## config.mk

```make
export PLATFORM = sky130hd
export DESIGN_NAME = int_alu_trap
export DESIGN_NICKNAME = d
export VERILOG_FILES = /design/src/rtl/int_alu_pkg.sv /design/src/rtl/alu_addsub.sv /design/src/rtl/alu_logic.sv /design/src/rtl/alu_shifter.sv /design/src/rtl/int_alu_trap.sv
export SDC_FILE = /design/constraint.sdc
export NUM_CORES = 1
export LEC_CHECK = 0
export BUFFER_PORTS_ARGS = -buffer_cell sky130_fd_sc_hd__buf_2
export CAP_MARGIN = 30
export CORE_ASPECT_RATIO = 1.5
export CORE_UTILIZATION = 55
export CTS_BUF_LIST = sky130_fd_sc_hd__clkbuf_8 sky130_fd_sc_hd__clkbuf_16
export DETAILED_ROUTE_END_ITERATION = 12
export PLACE_DENSITY = 0.76
export SYNTH_ARGS = -nofsm -noshare
export SYNTH_HDL_FRONTEND = slang
export SYNTH_SLANG_ARGS = --single-unit
```

## constraint.sdc

```tcl
create_clock -name clk -period 7 [get_ports clk]
set_clock_uncertainty 0.1 [all_clocks]
set_input_delay 0.7 -clock clk [delete_from_list [all_inputs] [get_ports clk]]
set_output_delay 0.7 -clock clk [all_outputs]
set_load 0.05 [all_outputs]
```

## src/rtl/int_alu_pkg.sv

```systemverilog
package int_alu_pkg;
  localparam int OP_W = 4;

  typedef enum logic [OP_W-1:0] {
    OP_ADD  = 4'd0,  OP_ADDU = 4'd1,  OP_SUB  = 4'd2,  OP_SUBU = 4'd3,
    OP_AND  = 4'd4,  OP_OR   = 4'd5,  OP_XOR  = 4'd6,  OP_NOR  = 4'd7,
    OP_SLL  = 4'd8,  OP_SRL  = 4'd9,  OP_SRA  = 4'd10, OP_SLLV = 4'd11,
    OP_SRLV = 4'd12, OP_SRAV = 4'd13, OP_SLT  = 4'd14, OP_SLTU = 4'd15
  } alu_op_e;
endpackage

```

## src/rtl/alu_addsub.sv

```systemverilog
// Shared adder: subtract adds the inverted operand plus one.
module alu_addsub #(
  parameter int W = 32
) (
  input  logic [W-1:0] a,
  input  logic [W-1:0] b,
  input  logic         sub,
  output logic [W-1:0] sum,
  output logic         carry,
  output logic         ovf
);
  logic [W-1:0] bx;
  logic [W:0]   full;

  assign bx    = b ^ {W{sub}};
  assign full  = {1'b0, a} + {1'b0, bx} + {{W{1'b0}}, sub};
  assign sum   = full[W-1:0];
  assign carry = full[W];
  // operands of equal sign producing a result of the other sign
  assign ovf   = (a[W-1] == bx[W-1]) && (full[W-1] != a[W-1]);
endmodule

```

## src/rtl/alu_logic.sv

```systemverilog
module alu_logic #(
  parameter int W = 32
) (
  input  logic [W-1:0] a,
  input  logic [W-1:0] b,
  input  logic [1:0]   sel,
  output logic [W-1:0] res
);
  always_comb begin
    case (sel)
      2'd0:    res = a & b;
      2'd1:    res = a | b;
      2'd2:    res = a ^ b;
      default: res = ~(a | b);
    endcase
  end
endmodule

```

## src/rtl/alu_shifter.sv

```systemverilog
// Log-stage barrel shifter; left shifts reuse the right path via bit reversal.
module alu_shifter #(
  parameter int W   = 32,
  parameter int SHW = $clog2(W)
) (
  input  logic [W-1:0]   data,
  input  logic [SHW-1:0] amt,
  input  logic           left,
  input  logic           arith,
  output logic [W-1:0]   res
);
  logic [W-1:0] rev_in;
  logic [W-1:0] rev_out;
  logic [W-1:0] stg [0:SHW];
  logic         fill;

  assign fill = arith & ~left & data[W-1];

  for (genvar k = 0; k < W; k++) begin : g_rev
    assign rev_in[k]  = data[W-1-k];
    assign rev_out[k] = stg[SHW][W-1-k];
  end

  assign stg[0] = left ? rev_in : data;

  for (genvar i = 0; i < SHW; i++) begin : g_stage
    localparam int S = 1 << i;
    assign stg[i+1] = amt[i] ? {{S{fill}}, stg[i][W-1:S]} : stg[i];
  end

  assign res = left ? rev_out : stg[SHW];
endmodule

```

## src/rtl/int_alu_trap.sv

```systemverilog
module int_alu_trap
  import int_alu_pkg::*;
#(
  parameter int W   = 32,
  parameter int SHW = $clog2(W)
) (
  input  logic           clk,
  input  logic           rst,
  input  logic [3:0]     op_i,
  input  logic [W-1:0]   a_i,
  input  logic [W-1:0]   b_i,
  input  logic [SHW-1:0] shamt_i,
  output logic [W-1:0]   result_o,
  output logic           ovf_o
);
  alu_op_e      op;
  logic         is_sub, sh_var, sh_left, sh_arith;
  logic [SHW-1:0] sh_amt;
  logic [W-1:0] sum, lres, sres, res_n;
  logic         carry, ovf_raw, lt_s, lt_u, ovf_n;
  logic [W-1:0] result_q;
  logic         ovf_q;

  assign op       = alu_op_e'(op_i);
  assign is_sub   = (op == OP_SUB) || (op == OP_SUBU) || (op == OP_SLT) || (op == OP_SLTU);
  assign sh_var   = (op == OP_SLLV) || (op == OP_SRLV) || (op == OP_SRAV);
  assign sh_left  = (op == OP_SLL) || (op == OP_SLLV);
  assign sh_arith = (op == OP_SRA) || (op == OP_SRAV);
  assign sh_amt   = sh_var ? b_i[SHW-1:0] : shamt_i;

  alu_addsub #(.W(W)) u_add (
    .a(a_i), .b(b_i), .sub(is_sub), .sum(sum), .carry(carry), .ovf(ovf_raw)
  );

  alu_logic #(.W(W)) u_log (
    .a(a_i), .b(b_i), .sel(op_i[1:0]), .res(lres)
  );

  alu_shifter #(.W(W), .SHW(SHW)) u_shf (
    .data(a_i), .amt(sh_amt), .left(sh_left), .arith(sh_arith), .res(sres)
  );

  assign lt_s  = sum[W-1] ^ ovf_raw;
  assign lt_u  = ~carry;
  assign ovf_n = ovf_raw && ((op == OP_ADD) || (op == OP_SUB));

  always_comb begin
    case (op)
      OP_ADD, OP_ADDU, OP_SUB, OP_SUBU:  res_n = sum;
      OP_AND, OP_OR, OP_XOR, OP_NOR:     res_n = lres;
      OP_SLT:                            res_n = {{(W-1){1'b0}}, lt_s};
      OP_SLTU:                           res_n = {{(W-1){1'b0}}, lt_u};
      default:                           res_n = sres;
    endcase
  end

  always_ff @(posedge clk) begin
    if (rst) begin
      result_q <= '0;
      ovf_q    <= 1'b0;
    end else begin
      result_q <= res_n;
      ovf_q    <= ovf_n;
    end
  end

  assign result_o = result_q;
  assign ovf_o    = ovf_q;


  reset_clear_chk: assert property (@(posedge clk) rst |=> (result_o == '0 && !ovf_o));


  flag_source_chk: assert property (@(posedge clk) disable iff (rst)
    (ovf_o && !$past(rst)) |-> ($past(op_i) == OP_ADD || $past(op_i) == OP_SUB));


  flag_sign_chk: assert property (@(posedge clk) disable iff (rst)
    (ovf_o && !$past(rst)) |-> (result_o[W-1] != $past(a_i[W-1])));


  cmp_bool_chk: assert property (@(posedge clk) disable iff (rst)
    (!$past(rst) && ($past(op_i) == OP_SLT || $past(op_i) == OP_SLTU))
      |-> (result_o[W-1:1] == '0));


  sra_sign_chk: assert property (@(posedge clk) disable iff (rst)
    (!$past(rst) && ($past(op_i) == OP_SRA || $past(op_i) == OP_SRAV))
      |-> (result_o[W-1] == $past(a_i[W-1])));


  zero_shift_chk: assert property (@(posedge clk) disable iff (rst)
    (!$past(rst) && $past(op_i) == OP_SLL && $past(shamt_i) == '0)
      |-> (result_o == $past(a_i)));
endmodule

```

==> results.sh, run 1 <==
export IMPL_status="complete, no violations"
export IMPL_critical_path_max_stage_delay_ns=0.55
export IMPL_worstSetupPathType="primary input to flip-flop"
export IMPL_cp_top_family="compound AO/OA/AOI/OAI gates"
export IMPL_drt_iter0_markers=1277
export IMPL_ios=108
export IMPL_clk_pin_slew_ns=0.06
export IMPL_syn_avg_cell_area_um2=7.12
export IMPL_syn_area_mm2=0.00856
export IMPL_hold_buffers=0
export IMPL_diodes=0
export IMPL_ys_ff_latch=33
export IMPL_fmax_mhz=198
export IMPL_fin_crit_sh_pct=72.3
export IMPL_grt_usage_pct=40.7
export IMPL_cp_arrival_ns=5.12
export IMPL_io_buffers=107
export IMPL_worstMarginPinSlew_ns=0.996
export IMPL_rows=55
export IMPL_clock_sinks=33
export IMPL_synth_cell_types=69
export IMPL_hpwlAfterDp_um=26300
export IMPL_antenna_found_initial=1
export IMPL_top_usage_layer="met2"
export IMPL_synth_ff_type="dfxtp_1"
export IMPL_crit_required_ns=7.06
export IMPL_hold_class="primary input to flip-flop"
export IMPL_first_global_vias=9358
export IMPL_grt_use_met1_pct=44.1
export IMPL_powerDensity_mw_per_mm2=159
export IMPL_crit_slowest_cell="nand2b_1"
export IMPL_final_cell_mix="nand2_1, buf_2, o21ai_0, ha_1, a21oi_1"
export IMPL_ys_warnings_count=0
export IMPL_grt_pass1_wl_um=51400
export IMPL_cts_resized_gates=0
export IMPL_cts_root_buf="clkbuf_16"
export IMPL_vias_per_cell=6.90
export IMPL_cts_buffers=5
export IMPL_use_met3_pct=7.00
export IMPL_cp_buffers_inverters=2
export IMPL_end_kind="flip-flop"
export IMPL_drc=0
export IMPL_core_area_mm2=0.0151
export IMPL_post_cts_buffers=0
export IMPL_crit_fanout=35
export IMPL_cts_tree="done"
export IMPL_cp_common_cell="a21oi_1"
export IMPL_htreeDepth=2
export IMPL_global_route_overflow_total=0
export IMPL_async_reset_ff_share_pct=0
export IMPL_hold_viol=0
export IMPL_p_leak_nw=4.09
export IMPL_use_met2_pct=71.0
export IMPL_setup_viol=0
export IMPL_max_slew_margin_pct=33.4
export IMPL_tns_ns=0
export IMPL_die_x_um=104
export IMPL_routedWlPerCell_um=23.0
export IMPL_fp_dieH_um=155
export IMPL_cts_buffer_depth=2
export IMPL_syn_inst=1201
export IMPL_drt_first_pass_iters=8
export IMPL_ir_drop_v=0.000158
export IMPL_synth_edff_count=0
export IMPL_power_mw=1.48
export IMPL_via_count=9992
export IMPL_final_util_pct=61.3
export IMPL_gp_routability_congestion=1.07
export IMPL_rsz0062_at_grt="false"
export IMPL_min_period_ns=5.06
export IMPL_drive_gt1_share_pct=14.3
export IMPL_finalWirelength_um=33400
export IMPL_maxSlewViolCount=0
export IMPL_path_cells="buf_2, nand2b_1, nand3_2, buf_4, xnor2_1, ha_1, a21oi_1, o211ai_1, o211ai_1, a21oi_1, o2111ai_1, a21oi_1, a21oi_1, a211oi_1, a2111oi_1"
export IMPL_cap_violations=0
export IMPL_die_area_mm2=0.0161
export IMPL_syn_num_nets=1374
export IMPL_area_delta_synth_final_pct=8.42
export IMPL_fin_nets=1422
export IMPL_ys_seq_area_share_pct=7.72
export IMPL_grt_max_degree=69
export IMPL_initial_core_util_pct=56.5
export IMPL_start_kind="primary input"
export IMPL_antenna_left=0
[power by group]
part | internal [mW] | total, mW | switching, mW | leakage [nW]
registers | 0.213 | 0.221 | 0.00800 | 0.274
logic | 0.340 | 1.04 | 0.701 | 3.74
clock network | 0.130 | 0.215 | 0.0842 | 0.0696
total | 0.683 | 1.48 | 0.794 | 4.09
[cell usage after synthesis, types with 4 or more instances]
cell | n | area, um2
nor3_1 | 14 | 70.1
nand2_1 | 106 | 398
xor2_1 | 42 | 368
mux2i_1 | 48 | 480
mux2_2 | 21 | 236
a21o_1 | 15 | 113
nand3_1 | 46 | 230
o22ai_1 | 10 | 62.6
nand2b_1 | 8 | 50.1
and2_1 | 6 | 37.5
dfxtp_1 | 33 | 661
a32oi_1 | 6 | 52.6
a221oi_1 | 9 | 78.8
o221ai_1 | 18 | 158
and3_1 | 4 | 25.0
clkbuf_1 | 42 | 158
o211ai_1 | 28 | 210
buf_4 | 12 | 90.1
nor4_1 | 8 | 50.1
o21ai_0 | 99 | 495
xnor2_1 | 45 | 394
o2111ai_1 | 8 | 70.1
buf_1 | 12 | 45.0
a311oi_1 | 22 | 193
a221o_1 | 5 | 50.1
nor2_1 | 61 | 229
ha_1 | 97 | 1210
inv_1 | 80 | 300
nand3b_1 | 4 | 30.0
o21bai_1 | 4 | 30.0
o31ai_1 | 8 | 60.1
a22oi_1 | 27 | 203
a31oi_1 | 9 | 56.3
buf_2 | 23 | 115
a211oi_1 | 63 | 473
a21oi_1 | 91 | 455
o21a_1 | 8 | 60.1
nor2b_1 | 17 | 106
[final cells by class]
type	count	area, um2
Multi-Input combinational cell	999	7210
Fill cell	1506	5860
Timing Repair Buffer	130	711
Sequential cell	33	661
Inverter	80	300
Tap cell	199	249
Clock buffer	5	125
Clock inverter	3	17.5
[final timing paths]
kind     from                      end  slack (ns)  cells after the start
max   op_i[3]   result_o[0]$_SDFF_PP0_        1.94                     15
min       rst  result_o[28]$_SDFF_PP0_        0.60                      2
[metal layers]
metal	up-vias	routed length, um
met4	2	2940
met2	607	15800
met5	-	12
met1	4626	11800
met3	181	2760
li1	4576	-
[metrics by stage]
| stage | instance area, um2 | cells | setup slack (ns) | hold WS, ns |
|---|---|---|---|---|
| floorplan | 8560 | 1201 | 2.02 | 0.879 |
| global placement | 9130 | 1441 | 1.95 | 0.875 |
| detailed placement | 9130 | 1441 | 1.83 | 0.884 |
| CTS | 9280 | 1449 | 2.09 | 0.584 |
| global route | 9280 | 1449 | 1.66 | 0.608 |
| finish | 9280 | 1449 | 1.94 | 0.596 |
[registers in the layout, indices dropped and copies added, names as in the netlist]
register / count
result_o: 32
ovf_o: 1
[cell families (layout without fill, tap and decap cells)]
kind of cell	Yosys count	count (layout)	share of synthesized area [%]
buffers and inverters	169	218	8.28
XOR/XNOR	89	89	9.29
flip-flops	33	33	7.72
adder cells (fa/ha/maj)	98	98	14.4
multiplexers	71	71	8.72
AND/OR/NAND/NOR	290	290	15.8
AO/OA/AOI/OAI	451	451	35.8
Power figures use the tool's default switching activity.
==> inputs of run 2 (changes only) <==
- clock period: 7 -> 4.7 ns (I/O delays scaled with it)
==> run 2 against run 1 <==
Worst setup slack worse by 1.4 ns. Flip-flop and latch count is the same. Clock-buffer cell count stayed put. Critical endpoint unchanged. Largest power group unchanged. Highest routed layer is now met4.
==> results.sh, run 2 (synthesis gave the netlist of run 1 again) <==
export IMPL_status="complete, no violations"
export IMPL_fillers=1462
export IMPL_worstMarginPinSlew_ns=1.05
export IMPL_end_kind="flip-flop"
export IMPL_drive_gt1_share_pct=15.7
export IMPL_crit_required_ns=4.75
export IMPL_cp_top_family="compound AO/OA/AOI/OAI gates"
export IMPL_ir_drop_v=0.000217
export IMPL_die_area_mm2=0.0161
export IMPL_rsz0062_at_grt="false"
export IMPL_fin_nets=1442
export IMPL_cts_resized_gates=0
export IMPL_final_cell_mix="nand2_1, buf_2, o21ai_0, ha_1, a21oi_1"
export IMPL_initial_core_util_pct=56.5
export IMPL_cap_violations=0
export IMPL_fin_crit_sh_pct=89.5
export IMPL_largest_reg_flops=32
export IMPL_io_buffers=107
export IMPL_die_x_um=104
export IMPL_p_leak_nw=4.19
export IMPL_clk_pin_slew_ns=0.06
export IMPL_cp_common_cell="a21oi_1"
export IMPL_core_area_mm2=0.0151
export IMPL_internal_power_mw=1.04
export IMPL_max_slew_margin_pct=29.8
export IMPL_setup_viol=0
export IMPL_ios=108
export IMPL_drt_iter0_markers=1018
export IMPL_min_period_ns=4.21
export IMPL_cts_tree="done"
export IMPL_antenna_left=0
export IMPL_powerDensity_mw_per_mm2=239
export IMPL_cts_buffers=5
export IMPL_gp_routability_congestion=1.09
export IMPL_fp_dieH_um=155
export IMPL_global_route_overflow_total=0
export IMPL_area_delta_synth_final_pct=10.5
export IMPL_cp_arrival_ns=4.26
export IMPL_dpl_cell_area_mm2=0.00931
export IMPL_min_path_cells=2
export IMPL_start_kind="primary input"
export IMPL_vias_per_cell=6.89
export IMPL_drt_first_pass_iters=6
export IMPL_hold_viol=0
export IMPL_critical_path_max_stage_delay_ns=0.49
export IMPL_multi_input_area_mm2=0.00722
export IMPL_p_clk_share_pct=13.8
export IMPL_crit_slowest_cell="o211ai_1"
export IMPL_drc=0
export IMPL_clock_sinks=33
export IMPL_switchingPower_mw=1.22
export IMPL_cp_buffers_inverters=1
export IMPL_cts_buffer_depth=2
export IMPL_first_global_vias=9448
export IMPL_p_comb_share_pct=71.8
export IMPL_hold_class="primary input to flip-flop"
export IMPL_cts_root_buf="clkbuf_16"
export IMPL_swShare_pct=53.9
export IMPL_post_cts_buffers=0
export IMPL_grt_usage_pct=43.0
export IMPL_tns_ns=0
export IMPL_grt_max_degree=68
export IMPL_via_count=10100
export IMPL_whs_endpoint="result_o[28]$_SDFF_PP0_"
export IMPL_finalWirelength_um=35400
export IMPL_seqCellArea_um2=661
export IMPL_routedWlPerCell_um=24.1
export IMPL_hold_buffers=0
export IMPL_worstSetupPathType="primary input to flip-flop"
export IMPL_crit_fanout=9
export IMPL_path_cells="buf_2, nand2b_1, nand3_2, xnor2_1, ha_1, a21oi_1, o211ai_1, o211ai_1, a21oi_1, o2111ai_1, a21oi_1, a21oi_1, a211oi_1, a2111oi_1"
export IMPL_final_area_mm2=0.00945
export IMPL_htreeDepth=2
export IMPL_rows=55
export IMPL_grt_pass1_wl_um=53600
export IMPL_antenna_found_initial=1
export IMPL_fmax_mhz=238
export IMPL_hpwlAfterDp_um=27900
export IMPL_p_seq_share_pct=14.5
export IMPL_min_from="rst"
export IMPL_maxSlewViolCount=0
run 2: metal layers:
layer  global-route usage [%]  share of wire (%)  up-vias
li1                         -                  -     4613
met1                     44.0                 34     4680
met2                     77.2                 49      645
met3                     8.43                8.7      200
met4                     32.5                8.7        0
met5                        0                  0        -
run 2: worst max path at each step:
stage	start	endpoint	slack, ns	cells past startpoint
global route	op_i[3]	result_o[0]$_SDFF_PP0_	0.26	14
global placement	op_i[3]	ovf_o$_SDFF_PP0_	0.47	14
finish	op_i[3]	result_o[0]$_SDFF_PP0_	0.49	14
floorplan	op_i[1]	result_o[25]$_SDFF_PP0_	0.1	17
CTS	op_i[3]	result_o[0]$_SDFF_PP0_	0.70	14
detailed placement	op_i[3]	result_o[0]$_SDFF_PP0_	0.43	14
run 2: layout make-up:
type / count / share of cell area [%]
Clock buffer: 5 / 1.32
Antenna cell: 2 / 0.0529
Sequential cell: 33 / 6.99
Multi-Input combinational cell: 999 / 76.4
Timing Repair Buffer: 150 / 9.28
Clock inverter: 3 / 0.185
Inverter: 80 / 3.18
Tap cell: 199 / 2.63
run 2: stage by stage:
stage	hold WS, ns	utilization (%)	total power [mW]	instances	setup slack [ns]
2_1_floorplan	0.649	-	1.40	1201	0.0967
3_3_place_gp	0.659	61.4	1.89	1460	0.475
3_5_place_dp	0.670	61.5	1.89	1461	0.432
4_1_cts	0.382	62.4	2.20	1469	0.699
5_1_grt	0.386	62.4	2.37	1469	0.259
6_report	0.383	62.4	2.26	1471	0.493
run 2: power by group through the flow:
stage | clock [mW] | sequential (mW) | combinational [mW]
3_3_place_gp | 0 | 0.332 | 1.55
5_1_grt | 0.322 | 0.329 | 1.72
2_1_floorplan | 0 | 0.462 | 0.939
3_5_place_dp | 0 | 0.333 | 1.56
6_report | 0.311 | 0.327 | 1.62
4_1_cts | 0.310 | 0.327 | 1.57
